[src/rtl/hpt_pkg.sv]
package hpt_pkg;

    localparam int unsigned ENTRY_BYTES = 8;
    localparam logic [31:0] TAG_MASK    = 32'h7FFF_FFBF;
    localparam logic [31:0] ORG_MASK    = 32'hFFFF_0000;

    localparam int unsigned SEG_DIRECT  = 31;
    localparam int unsigned SEG_KEY_SUP = 30;
    localparam int unsigned SEG_KEY_USR = 29;
    localparam int unsigned SEG_NOEXEC  = 28;

    typedef struct packed {
        logic x;
        logic w;
        logic r;
    } rights_t;

    typedef struct packed {
        logic [19:0] rpn;
        logic [2:0]  rsvd_hi;
        logic        refd;
        logic        chg;
        logic [3:0]  wimg;
        logic        rsvd_lo;
        logic [1:0]  pp;
    } pte_lo_t;

    typedef enum logic [1:0] {
        ST_IDLE,
        ST_TAG,
        ST_DATA,
        ST_DONE
    } walk_state_e;

    function automatic rights_t access_rights(input logic key, input logic [1:0] pp,
                                              input logic nx);
        rights_t res;
        res = '0;
        if (key) begin
            res.r = (pp != 2'd0);
            res.w = (pp == 2'd2);
        end else begin
            res.r = 1'b1;
            res.w = (pp != 2'd3);
        end
        res.x = ~nx;
        return res;
    endfunction

endpackage

[src/rtl/hpt_addr_gen.sv]
module hpt_addr_gen
    import hpt_pkg::*;
#(
    parameter int unsigned ADDR_W  = 32,
    parameter int unsigned HASH_W  = 19,
    parameter int unsigned ENTRIES = 8
) (
    input  logic [ADDR_W-1:0]          table_base,
    input  logic [HASH_W-1:0]          hash_val,
    input  logic [$clog2(ENTRIES)-1:0] slot,
    input  logic                       second_word,
    output logic [ADDR_W-1:0]          word_addr
);
    localparam int unsigned GRP_SHIFT = $clog2(ENTRIES * ENTRY_BYTES);

    logic [ADDR_W-1:0] origin;
    logic [ADDR_W-1:0] size_mask;
    logic [ADDR_W-1:0] hash_scaled;
    logic [ADDR_W-1:0] entry_off;

    always_comb begin
        origin      = table_base & ORG_MASK;
        size_mask   = ADDR_W'({table_base[8:0], 16'hFFFF});
        hash_scaled = ADDR_W'({hash_val, {GRP_SHIFT{1'b0}}});
        entry_off   = ADDR_W'({slot, second_word, 2'b00});
        word_addr   = origin + (hash_scaled & size_mask) + entry_off;
    end
endmodule

[src/rtl/hpt_tag_cmp.sv]
module hpt_tag_cmp
    import hpt_pkg::*;
#(
    parameter int unsigned VSID_W = 24,
    parameter int unsigned API_W  = 6
) (
    input  logic [VSID_W-1:0] vsid,
    input  logic [API_W-1:0]  api,
    input  logic              secondary,
    input  logic [31:0]       word0,
    output logic              match
);
    logic [31:0] expected;

    always_comb begin
        expected = {1'b1, vsid, secondary, api};
        match    = word0[31] && (((word0 ^ expected) & TAG_MASK) == 32'd0);
    end
endmodule

[src/rtl/hpt_rights.sv]
module hpt_rights
    import hpt_pkg::*;
(
    input  logic [31:0] seg,
    input  logic        user_mode,
    input  logic [1:0]  pp,
    output rights_t     rights
);
    logic key;

    always_comb begin
        key    = user_mode ? seg[SEG_KEY_USR] : seg[SEG_KEY_SUP];
        rights = access_rights(key, pp, seg[SEG_NOEXEC]);
    end
endmodule

[src/rtl/hpt_walker.sv]
module hpt_walker
    import hpt_pkg::*;
#(
    parameter int unsigned ADDR_W  = 32,
    parameter int unsigned HASH_W  = 19,
    parameter int unsigned PIDX_W  = 16,
    parameter int unsigned VSID_W  = 24,
    parameter int unsigned API_W   = 6,
    parameter int unsigned ENTRIES = 8
) (
    input  logic              clk,
    input  logic              rst,
    input  logic              start,
    input  logic [31:0]       seg_desc,
    input  logic [PIDX_W-1:0] page_index,
    input  logic [HASH_W-1:0] hash_val,
    input  logic              use_secondary,
    input  logic              user_mode,
    input  logic [ADDR_W-1:0] table_base,
    output logic              busy,
    output logic              mem_req,
    output logic [ADDR_W-1:0] mem_addr,
    input  logic              mem_rvalid,
    input  logic [31:0]       mem_rdata,
    output logic              done,
    output logic              hit,
    output logic [ADDR_W-13:0] real_page,
    output logic [3:0]        wimg,
    output logic [2:0]        rights
);
    localparam int unsigned SLOT_W = $clog2(ENTRIES);
    localparam logic [SLOT_W-1:0] LAST_SLOT = SLOT_W'(ENTRIES - 1);

    walk_state_e         state;
    logic [31:0]         seg_q;
    logic [PIDX_W-1:0]   pidx_q;
    logic [HASH_W-1:0]   hash_q;
    logic                sec_q;
    logic                user_q;
    logic [ADDR_W-1:0]   base_q;
    logic [SLOT_W-1:0]   slot_q;
    logic                hit_q;
    logic [ADDR_W-13:0]  rpn_q;
    logic [3:0]          wimg_q;
    rights_t             rights_q;

    logic                tag_match;
    rights_t             beat_rights;
    pte_lo_t             lo_word;

    assign lo_word = pte_lo_t'(mem_rdata);

    hpt_addr_gen #(
        .ADDR_W (ADDR_W),
        .HASH_W (HASH_W),
        .ENTRIES(ENTRIES)
    ) u_addr (
        .table_base (base_q),
        .hash_val   (hash_q),
        .slot       (slot_q),
        .second_word(state == ST_DATA),
        .word_addr  (mem_addr)
    );

    hpt_tag_cmp #(
        .VSID_W(VSID_W),
        .API_W (API_W)
    ) u_tag (
        .vsid     (seg_q[VSID_W-1:0]),
        .api      (pidx_q[PIDX_W-1 -: API_W]),
        .secondary(sec_q),
        .word0    (mem_rdata),
        .match    (tag_match)
    );

    hpt_rights u_rights (
        .seg      (seg_q),
        .user_mode(user_q),
        .pp       (lo_word.pp),
        .rights   (beat_rights)
    );

    always_ff @(posedge clk) begin
        if (rst) begin
            state    <= ST_IDLE;
            seg_q    <= '0;
            pidx_q   <= '0;
            hash_q   <= '0;
            sec_q    <= 1'b0;
            user_q   <= 1'b0;
            base_q   <= '0;
            slot_q   <= '0;
            hit_q    <= 1'b0;
            rpn_q    <= '0;
            wimg_q   <= '0;
            rights_q <= '0;
        end else begin
            case (state)
                ST_IDLE: begin
                    if (start) begin
                        seg_q    <= seg_desc;
                        pidx_q   <= page_index;
                        hash_q   <= hash_val;
                        sec_q    <= use_secondary;
                        user_q   <= user_mode;
                        base_q   <= table_base;
                        slot_q   <= '0;
                        hit_q    <= 1'b0;
                        rpn_q    <= '0;
                        wimg_q   <= '0;
                        rights_q <= '0;
                        state    <= seg_desc[SEG_DIRECT] ? ST_DONE : ST_TAG;
                    end
                end
                ST_TAG: begin
                    if (mem_rvalid) begin
                        if (tag_match) begin
                            state <= ST_DATA;
                        end else if (slot_q == LAST_SLOT) begin
                            state <= ST_DONE;
                        end else begin
                            slot_q <= slot_q + 1'b1;
                        end
                    end
                end
                ST_DATA: begin
                    if (mem_rvalid) begin
                        rpn_q    <= lo_word.rpn;
                        wimg_q   <= lo_word.wimg;
                        rights_q <= beat_rights;
                        hit_q    <= 1'b1;
                        state    <= ST_DONE;
                    end
                end
                default: state <= ST_IDLE;
            endcase
        end
    end

    always_comb begin
        busy      = (state != ST_IDLE);
        mem_req   = (state == ST_TAG) || (state == ST_DATA);
        done      = (state == ST_DONE);
        hit       = hit_q;
        real_page = rpn_q;
        wimg      = wimg_q;
        rights    = rights_q;
    end
endmodule

[config.mk]
export PLATFORM = sky130hd
export DESIGN_NAME = hpt_walker
export DESIGN_NICKNAME = d
export VERILOG_FILES = /design/src/rtl/hpt_pkg.sv /design/src/rtl/hpt_addr_gen.sv /design/src/rtl/hpt_tag_cmp.sv /design/src/rtl/hpt_rights.sv /design/src/rtl/hpt_walker.sv
export SDC_FILE = /design/constraint.sdc
export NUM_CORES = 1
export LEC_CHECK = 0
export ABC_AREA = 1
export BUFFER_PORTS_ARGS = -buffer_cell sky130_fd_sc_hd__buf_2
export CAP_MARGIN = 20
export CORE_AREA = 2 2 120 122
export CTS_CLUSTER_SIZE = 30
export DETAILED_ROUTE_END_ITERATION = 10
export DIE_AREA = 0 0 122 124
export PLACE_DENSITY = 0.62
export SLEW_MARGIN = 30
export SYNTH_ARGS = -nofsm -noshare
export SYNTH_HDL_FRONTEND = slang
export SYNTH_SLANG_ARGS = --single-unit
export TNS_END_PERCENT = 20
[constraint.sdc]
create_clock -name clk -period 5.4 [get_ports clk]
set_clock_uncertainty 0.2 [all_clocks]
set_input_delay 0.27 -clock clk [delete_from_list [all_inputs] [get_ports clk]]
set_output_delay 0.27 -clock clk [all_outputs]
set_load 0.02 [all_outputs]
==> impl_metrics.toml, run 1 <==
[power]
p_per_area_nw_per_um2 = 408.2
comb_power_share_pct = 40.5
p_seq_share_pct = 37.3
power.switching_mw = 1.227
switching_share_pct = 40.48
intPower_mw = 1.804
clkPwrFrac_pct = 22.2
vdd.ir_drop.worst_mv = 0.2563
p_leak_nw = 3.607

[place]
portBuffers = 175
finalWeightedCongestion = 0.7848
dp_hpwl_mm = 9.803

[clock_network]
clk_pin_slew_ps = 70
post_cts_buffers = 0
clk_latency_ps = 360
cts.sinks = 111
cts_root_buf = "clkbuf_16"
numCtsBuffers = 9
cts.repair.resized = 0
htreeDepth = 3
cts_tree = "yes"
clockBufferDepth = 2

[timing]
worst_slew_pin_slew_ps = 870.9
setup_tns_ps = 0
hold_viol = 0
drv_slew = 0
grt_setup_unrepaired = "no"
setup_viol = 0
layout_worst_path_cycle_share_pct = 53.73
relSlewSlack_pct = 41.94
fmax_ghz = 0.3447
fin_crit_ps = 2901

[layout]
final_util_pct = 54.13
final_common_cell = "buf_2"
area_delta_synth_final_pct = 36.41
layout-drive-gt1-share_pct = 24.70
final_cell_mix = "buf_2 (175), nand2_1 (157), nor2_1 (127), dfxtp_1 (111), inv_1 (86)"
fin_nets = 1144

[synth]
synth-seq-area-share_pct = 40.82
synth_edf_count = 0
synth_top_family_by_area = "simple AND/OR/NAND/NOR gates"
synthMuxAreaShare_pct = 0
avgSynthCellArea_um2 = 7.116
synthXorXnorAreaFrac_pct = 2.735
synth_compound_area_share_pct = 17.42
async_reset_ff_share_pct = 0
synth_flop_cell = "dfxtp_1"
yosysWarnings = 0
synth-simple-area-share_pct = 23.74
synth_cells = 765
ys_ff_latch = 111
ys_types = 36
synthAdderAreaFrac_pct = 3.815
netlist_area_um2 = 5444

[flow_run]
maxCapViolCount = 0

[grt]
grt_pass1_vias = 5034
grt_pass1_wl_mm = 23.76
overflow = 0
grt_use_total_pct = 19.90
grt_max_degree = 107
antenna_found_initial = 2
grt-busiest-layer = "met2"
met1_usage_pct = 23.80
grt_use_met3_pct = 5.266
grt_use_met2_pct = 35.02

[floorplan]
die_y_um = 124
die_w_um = 122
start_util_pct = 39.68
row_count = 43
ios = 200
core_um2 = 13720
dieArea_um2 = 15130

[routing]
remaining_drc_errors = 0
vias = 5310
drt_wl_total_mm = 14.92
viasPerCell = 4.508
post_drt_wl_per_cell_um = 12.67
dr.pass1.iters = 5
drt_iter0_drc = 224
ant_nets = 0

[worst_setup_path]
crit_type = "flop to primary output"
worstPathArrival_ps = 2430
start_kind = "flop"
critPathCaptureType = "primary output"
critPathRequiredTime_ps = 4930
critPathMaxFanout = 5

[worst_hold_path]
hp-class = "input pin to flop"

[run_status]
status = "finished, final reports clean"
routing by layer:
| layer | share of wire (%) | up-vias |
|---|---|---|
| li1 | - | 2833 |
| met5 | 0 | - |
| met1 | 45 | 2314 |
| met2 | 47 | 148 |
| met3 | 6.7 | 15 |
| met4 | 1.5 | 0 |
logic make-up (layout without fill, tap and decap cells):
logic type | Yosys count | after routing
adder cells (fa/ha/maj) | 16 | 16
other | 1 | 4
AND/OR/NAND/NOR | 320 | 320
flip-flops | 111 | 111
buffers and inverters | 137 | 367
XOR/XNOR | 17 | 17
AO/OA/AOI/OAI | 163 | 163
flip-flops by register name, indices dropped and copies added (netlist names):
signal / count
hash_q: 19
hit: 1
rights: 3
state: 2
user_q: 1
wimg: 4
pidx_q: 6
base_q: 25
slot_q: 3
seg_q: 27
real_page: 20
metrics by stage:
stage	power (mW)	cells	hold slack (ps)	setup WS, ps	cell area, µm²
6_report	3.032	1178	2.616	2499	7426
5_1_grt	3.279	1177	14.71	2273	7423
4_1_cts	3.058	1176	4.132	2478	7412
3_5_place_dp	2.333	1077	259.4	2535	6292
3_3_place_gp	2.310	1077	252.2	2616	6292
2_1_floorplan	2.103	766	212.8	3096	5448
final timing paths:
path                                 from                 endpoint  slack [ps]  depth (start not counted)
hold / removal             page_index[12]  pidx_q[12]$_SDFFE_PP0P_           3                          3
setup / recovery  hash_q[10]$_SDFFE_PP0P_             mem_addr[30]        2500                         12
hold reg to reg      wimg[3]$_SDFFE_PP0P_     wimg[3]$_SDFFE_PP0P_         270                          2
setup reg to reg    state[0]$_SDFFE_PP0P_   rights[2]$_SDFFE_PP0P_        2530                          9
critical path: stages (launching register included):
cell and delay [ps]:
dfxtp_1 340, nand2_1 50, inv_1 70, ha_1 190, inv_1 70, fa_1 410, nor2_1 150, a211oi_2 80
o21ai_2 220, a21boi_4 110, o21ai_0 150, nand2_1 80, buf_2 160
power by group through the flow:
stage / clock, mW / sequential [mW] / combinational (mW)
after global placement: 0 / 1.14 / 1.17
final: 0.674 / 1.13 / 1.23
after global routing: 0.729 / 1.16 / 1.40
after CTS: 0.692 / 1.13 / 1.24
after detailed placement: 0 / 1.15 / 1.18
after floorplan: 0 / 1.16 / 0.939
final cells by class:
class                      count  area [µm²]
fill                        1380        6294
timing repair buffer         260        1722
clock inverter                 5       56.30
multi-input combinational    518        2621
sequential                   111        2222
clock buffer                  11       232.7
antenna                        2       5.005
tap                          180       225.2
inverter                      91       341.6
what timing repair did:
item                                   in CTS  in global routing
endpoints found under the hold margin      83                  0
setup endpoints to repair                   0                  0
hold buffers                               83                  0
Yosys cell counts, types with 6 or more instances:
cell,instances,share of area (%)
dfxtp_1,111,41
o21ai_0,85,7.8
xnor2_1,11,1.8
a21oi_1,46,4.2
nor2_1,127,8.8
clkbuf_1,22,1.5
ha_1,15,3.4
inv_1,87,6.0
nand2_2,16,1.8
xor2_1,6,0.97
nand2_1,158,11
a21oi_2,21,3.4
buf_4,16,2.2
Power figures use the tool's default switching activity.
==> run 2, diff against run 1 <==
--- a/config.mk
+++ b/config.mk
@@ -5,14 +5,14 @@
 export SDC_FILE = /design/constraint.sdc
 export NUM_CORES = 1
 export LEC_CHECK = 0
-export ABC_AREA = 1
+export ABC_AREA = 0
 export BUFFER_PORTS_ARGS = -buffer_cell sky130_fd_sc_hd__buf_2
 export CAP_MARGIN = 20
-export CORE_AREA = 2 2 120 122
+export CORE_AREA = 2 2 115 117
 export CTS_CLUSTER_SIZE = 30
 export DETAILED_ROUTE_END_ITERATION = 10
-export DIE_AREA = 0 0 122 124
-export PLACE_DENSITY = 0.62
+export DIE_AREA = 0 0 117 119
+export PLACE_DENSITY = 0.66
 export SLEW_MARGIN = 30
 export SYNTH_ARGS = -nofsm -noshare
 export SYNTH_HDL_FRONTEND = slang
==> constraint.sdc (replaced) <==
create_clock -name clk -period 2.6 [get_ports clk]
set_clock_uncertainty 0.2 [all_clocks]
set_input_delay 0.13 -clock clk [delete_from_list [all_inputs] [get_ports clk]]
set_output_delay 0.13 -clock clk [all_outputs]
set_load 0.02 [all_outputs]
==> run 2 against run 1 <==
Compared with the run above:
- the run now ends with negative setup slack left
- wire length rose by 4.2%
- sequential cell count did not move
- worst hold slack improved by 11 ps
- final cell count fell by 8.6%
- non-clock buffer count rose by 33
- setup slack got worse by 2700 ps
- critical endpoint is now mem_addr[27]
- largest cell class unchanged
- highest routed layer unchanged
==> impl_metrics.toml, run 2 <==
[clock_network]
numCtsBuffers = 9
cts_root_buf = "clkbuf_16"
cts_tree = "yes"
clk_pin_slew_ps = 70
htreeDepth = 3
clk_latency_ps = 350
clockBufferDepth = 2
cts.sinks = 111

[routing]
wl_met3_um = 903
wl_met2_mm = 7.823
wl_met1_mm = 6.461
ant_nets = 0
post_drt_wl_per_cell_um = 14.44
top_layer_used = "met4"
remaining_drc_errors = 0
vias = 5182
drt_wl_total_mm = 15.55
dr.pass1.iters = 5
drt_iter0_drc = 285
viasPerCell = 4.812

[synth]
synth_top_family_by_area = "simple AND/OR/NAND/NOR gates"
yosysWarnings = 0
ys_types = 40
synthMuxAreaShare_pct = 0.7984
yosys.area.top_type = "dfxtp_1"
async_reset_ff_share_pct = 0
synthXorXnorAreaFrac_pct = 7.510
synth_cells = 644
synth_compound_area_share_pct = 14.55
synth_top_cell_area_share_pct = 44.31
synth-simple-area-share_pct = 22.85
synth-seq-area-share_pct = 44.31
synth_flop_cell = "dfxtp_1"
ys_ff_latch = 111
synthAdderAreaFrac_pct = 4.142
synth.area.top_cells = "dfxtp_1 (44%), nand2_1 (15%), a21oi_1 (11%)"
synth.top_cells.by_count = "nand2_1 (198), a21oi_1 (112), dfxtp_1 (111)"
synth.most_common_cell = "nand2_1"
avgSynthCellArea_um2 = 7.787
synth_edf_count = 0
netlist_area_um2 = 5015

[run_status]
status = "finished, violations left"
violations = "negative setup slack"

[grt]
overflow = 0
grt_pass1_vias = 5195
antenna_found_initial = 0
grt_use_total_pct = 22.59
grt_pass1_wl_mm = 24.79
grt_max_degree = 79

[layout]
final_common_cell = "nand2_1"
seqCellArea_um2 = 2230
multi_input_area_um2 = 2639
antenna_cells = 0
area_delta_synth_final_pct = 49.65
regMostFlops = "seg_q"
fill_cells = 1152
final_cell_mix = "nand2_1 (196), buf_2 (165), a21oi_1 (111), dfxtp_1 (105), dlygate4sd3_1 (104)"
final_util_pct = 58.29
largest_reg_flops = 27
layout-drive-gt1-share_pct = 26.42
fin_nets = 1049

[power]
finalPower_mw = 5.578
vdd.ir_drop.worst_mv = 0.4498
p_per_area_nw_per_um2 = 743.2
p_leak_nw = 3.195

[worst_setup_path]
critPathCaptureType = "primary output"
critPathRequiredTime_ps = 2270
start_kind = "flop"
worstPathArrival_ps = 2520
critPathMaxFanout = 4
crit_type = "flop to primary output"

[floorplan]
row_count = 42
core_um2 = 12870
start_util_pct = 38.95
ios = 200
die_w_um = 117
die_y_um = 119
dieArea_um2 = 13920

[timing]
setup_ws_ps = -251.0
relSlewSlack_pct = 60.26
drv_slew = 0
grt_setup_unrepaired = "yes"
setup_tns_ps = -1575
fmax_ghz = 0.3508
fin_crit_ps = 2851
holdWs_ps = 13.94
setup_viol = 9
worst_slew_pin_slew_ps = 596.1
layout_worst_path_cycle_share_pct = 109.7
hold_viol = 0

[place]
finalWeightedCongestion = 0.8216
portBuffers = 175
dp_hpwl_mm = 9.754

[worst_hold_path]
hp-class = "input pin to flop"

[flow_run]
maxCapViolCount = 0
==> run 2: critical path, stage by stage (launching register included) <==
cell,delay (ps)
dfxtp_2,330
nand2_2,80
inv_2,50
ha_4,240
a21oi_4,120
o211ai_1,130
or4_4,560
a31oi_4,180
buf_6,140
nor2_2,40
xor2_1,140
buf_4,170
==> run 2: cells by family (layout without fill, tap and decap cells) <==
logic type | count (synthesis) | count (layout)
xor+xnor | 43 | 43
compound gates | 136 | 136
buf+inv | 63 | 319
mux | 4 | 4
simple gates | 270 | 270
other cells | 1 | 2
fa+ha+maj | 16 | 16
flops | 111 | 111
==> run 2: cell type report <==
class,count,area share (%)
flip-flops and latches,111,29.71
clock buffers,11,3.101
clock inverters,5,0.7669
multi-input cells,471,35.16
well taps,176,2.934
repair buffers,293,27.83
inverters,10,0.5002
==> run 2: per-stage QoR <==
stage               instances  worst slack, ps  cell area [µm²]
floorplan                 645            22.48             5019
global placement          955            38.68             5997
detailed placement        955            3.554             5997
CTS                      1076           -263.6             7417
global route             1077           -366.3             7505
finish                   1077           -251.0             7505
==> run 2: per-layer routing <==
| metal | global-route usage, % | vias to the layer above |
|---|---|---|
| met5 | 0 | - |
| met4 | 7.500 | 0 |
| met3 | 5.751 | 30 |
| met2 | 40.21 | 181 |
| met1 | 25.97 | 2353 |
| li1 | - | 2618 |
==> run 2: repair_timing <==
action,CTS,global route
hold buffers,104,0
endpoints found under the hold margin,103,0
resized for setup,21,26
setup endpoints to repair,11,11
buffers inserted,1,1
pin swaps,8,5
==> run 2: path summary, 6_finish.rpt <==
kind / slack, ps / depth (start not counted) / from / end
min: 10 / 4 / seg_desc[31] / state[1]$_SDFFE_PP0P_
max reg2reg: 400 / 6 / seg_q[12]$_SDFFE_PP0P_ / state[1]$_SDFFE_PP0P_
min reg2reg: 250 / 2 / wimg[1]$_SDFFE_PP0P_ / wimg[1]$_SDFFE_PP0P_
max: -250 / 11 / hash_q[11]$_SDFFE_PP0P_ / mem_addr[27]
==> run 2: power breakdown <==
part | leakage, nW | internal (mW) | switching [mW] | total (mW)
clock network | 0.144 | 0.751 | 0.634 | 1.39
registers | 0.909 | 1.95 | 0.156 | 2.11
logic | 2.14 | 0.792 | 1.29 | 2.08
total | 3.19 | 3.50 | 2.08 | 5.58
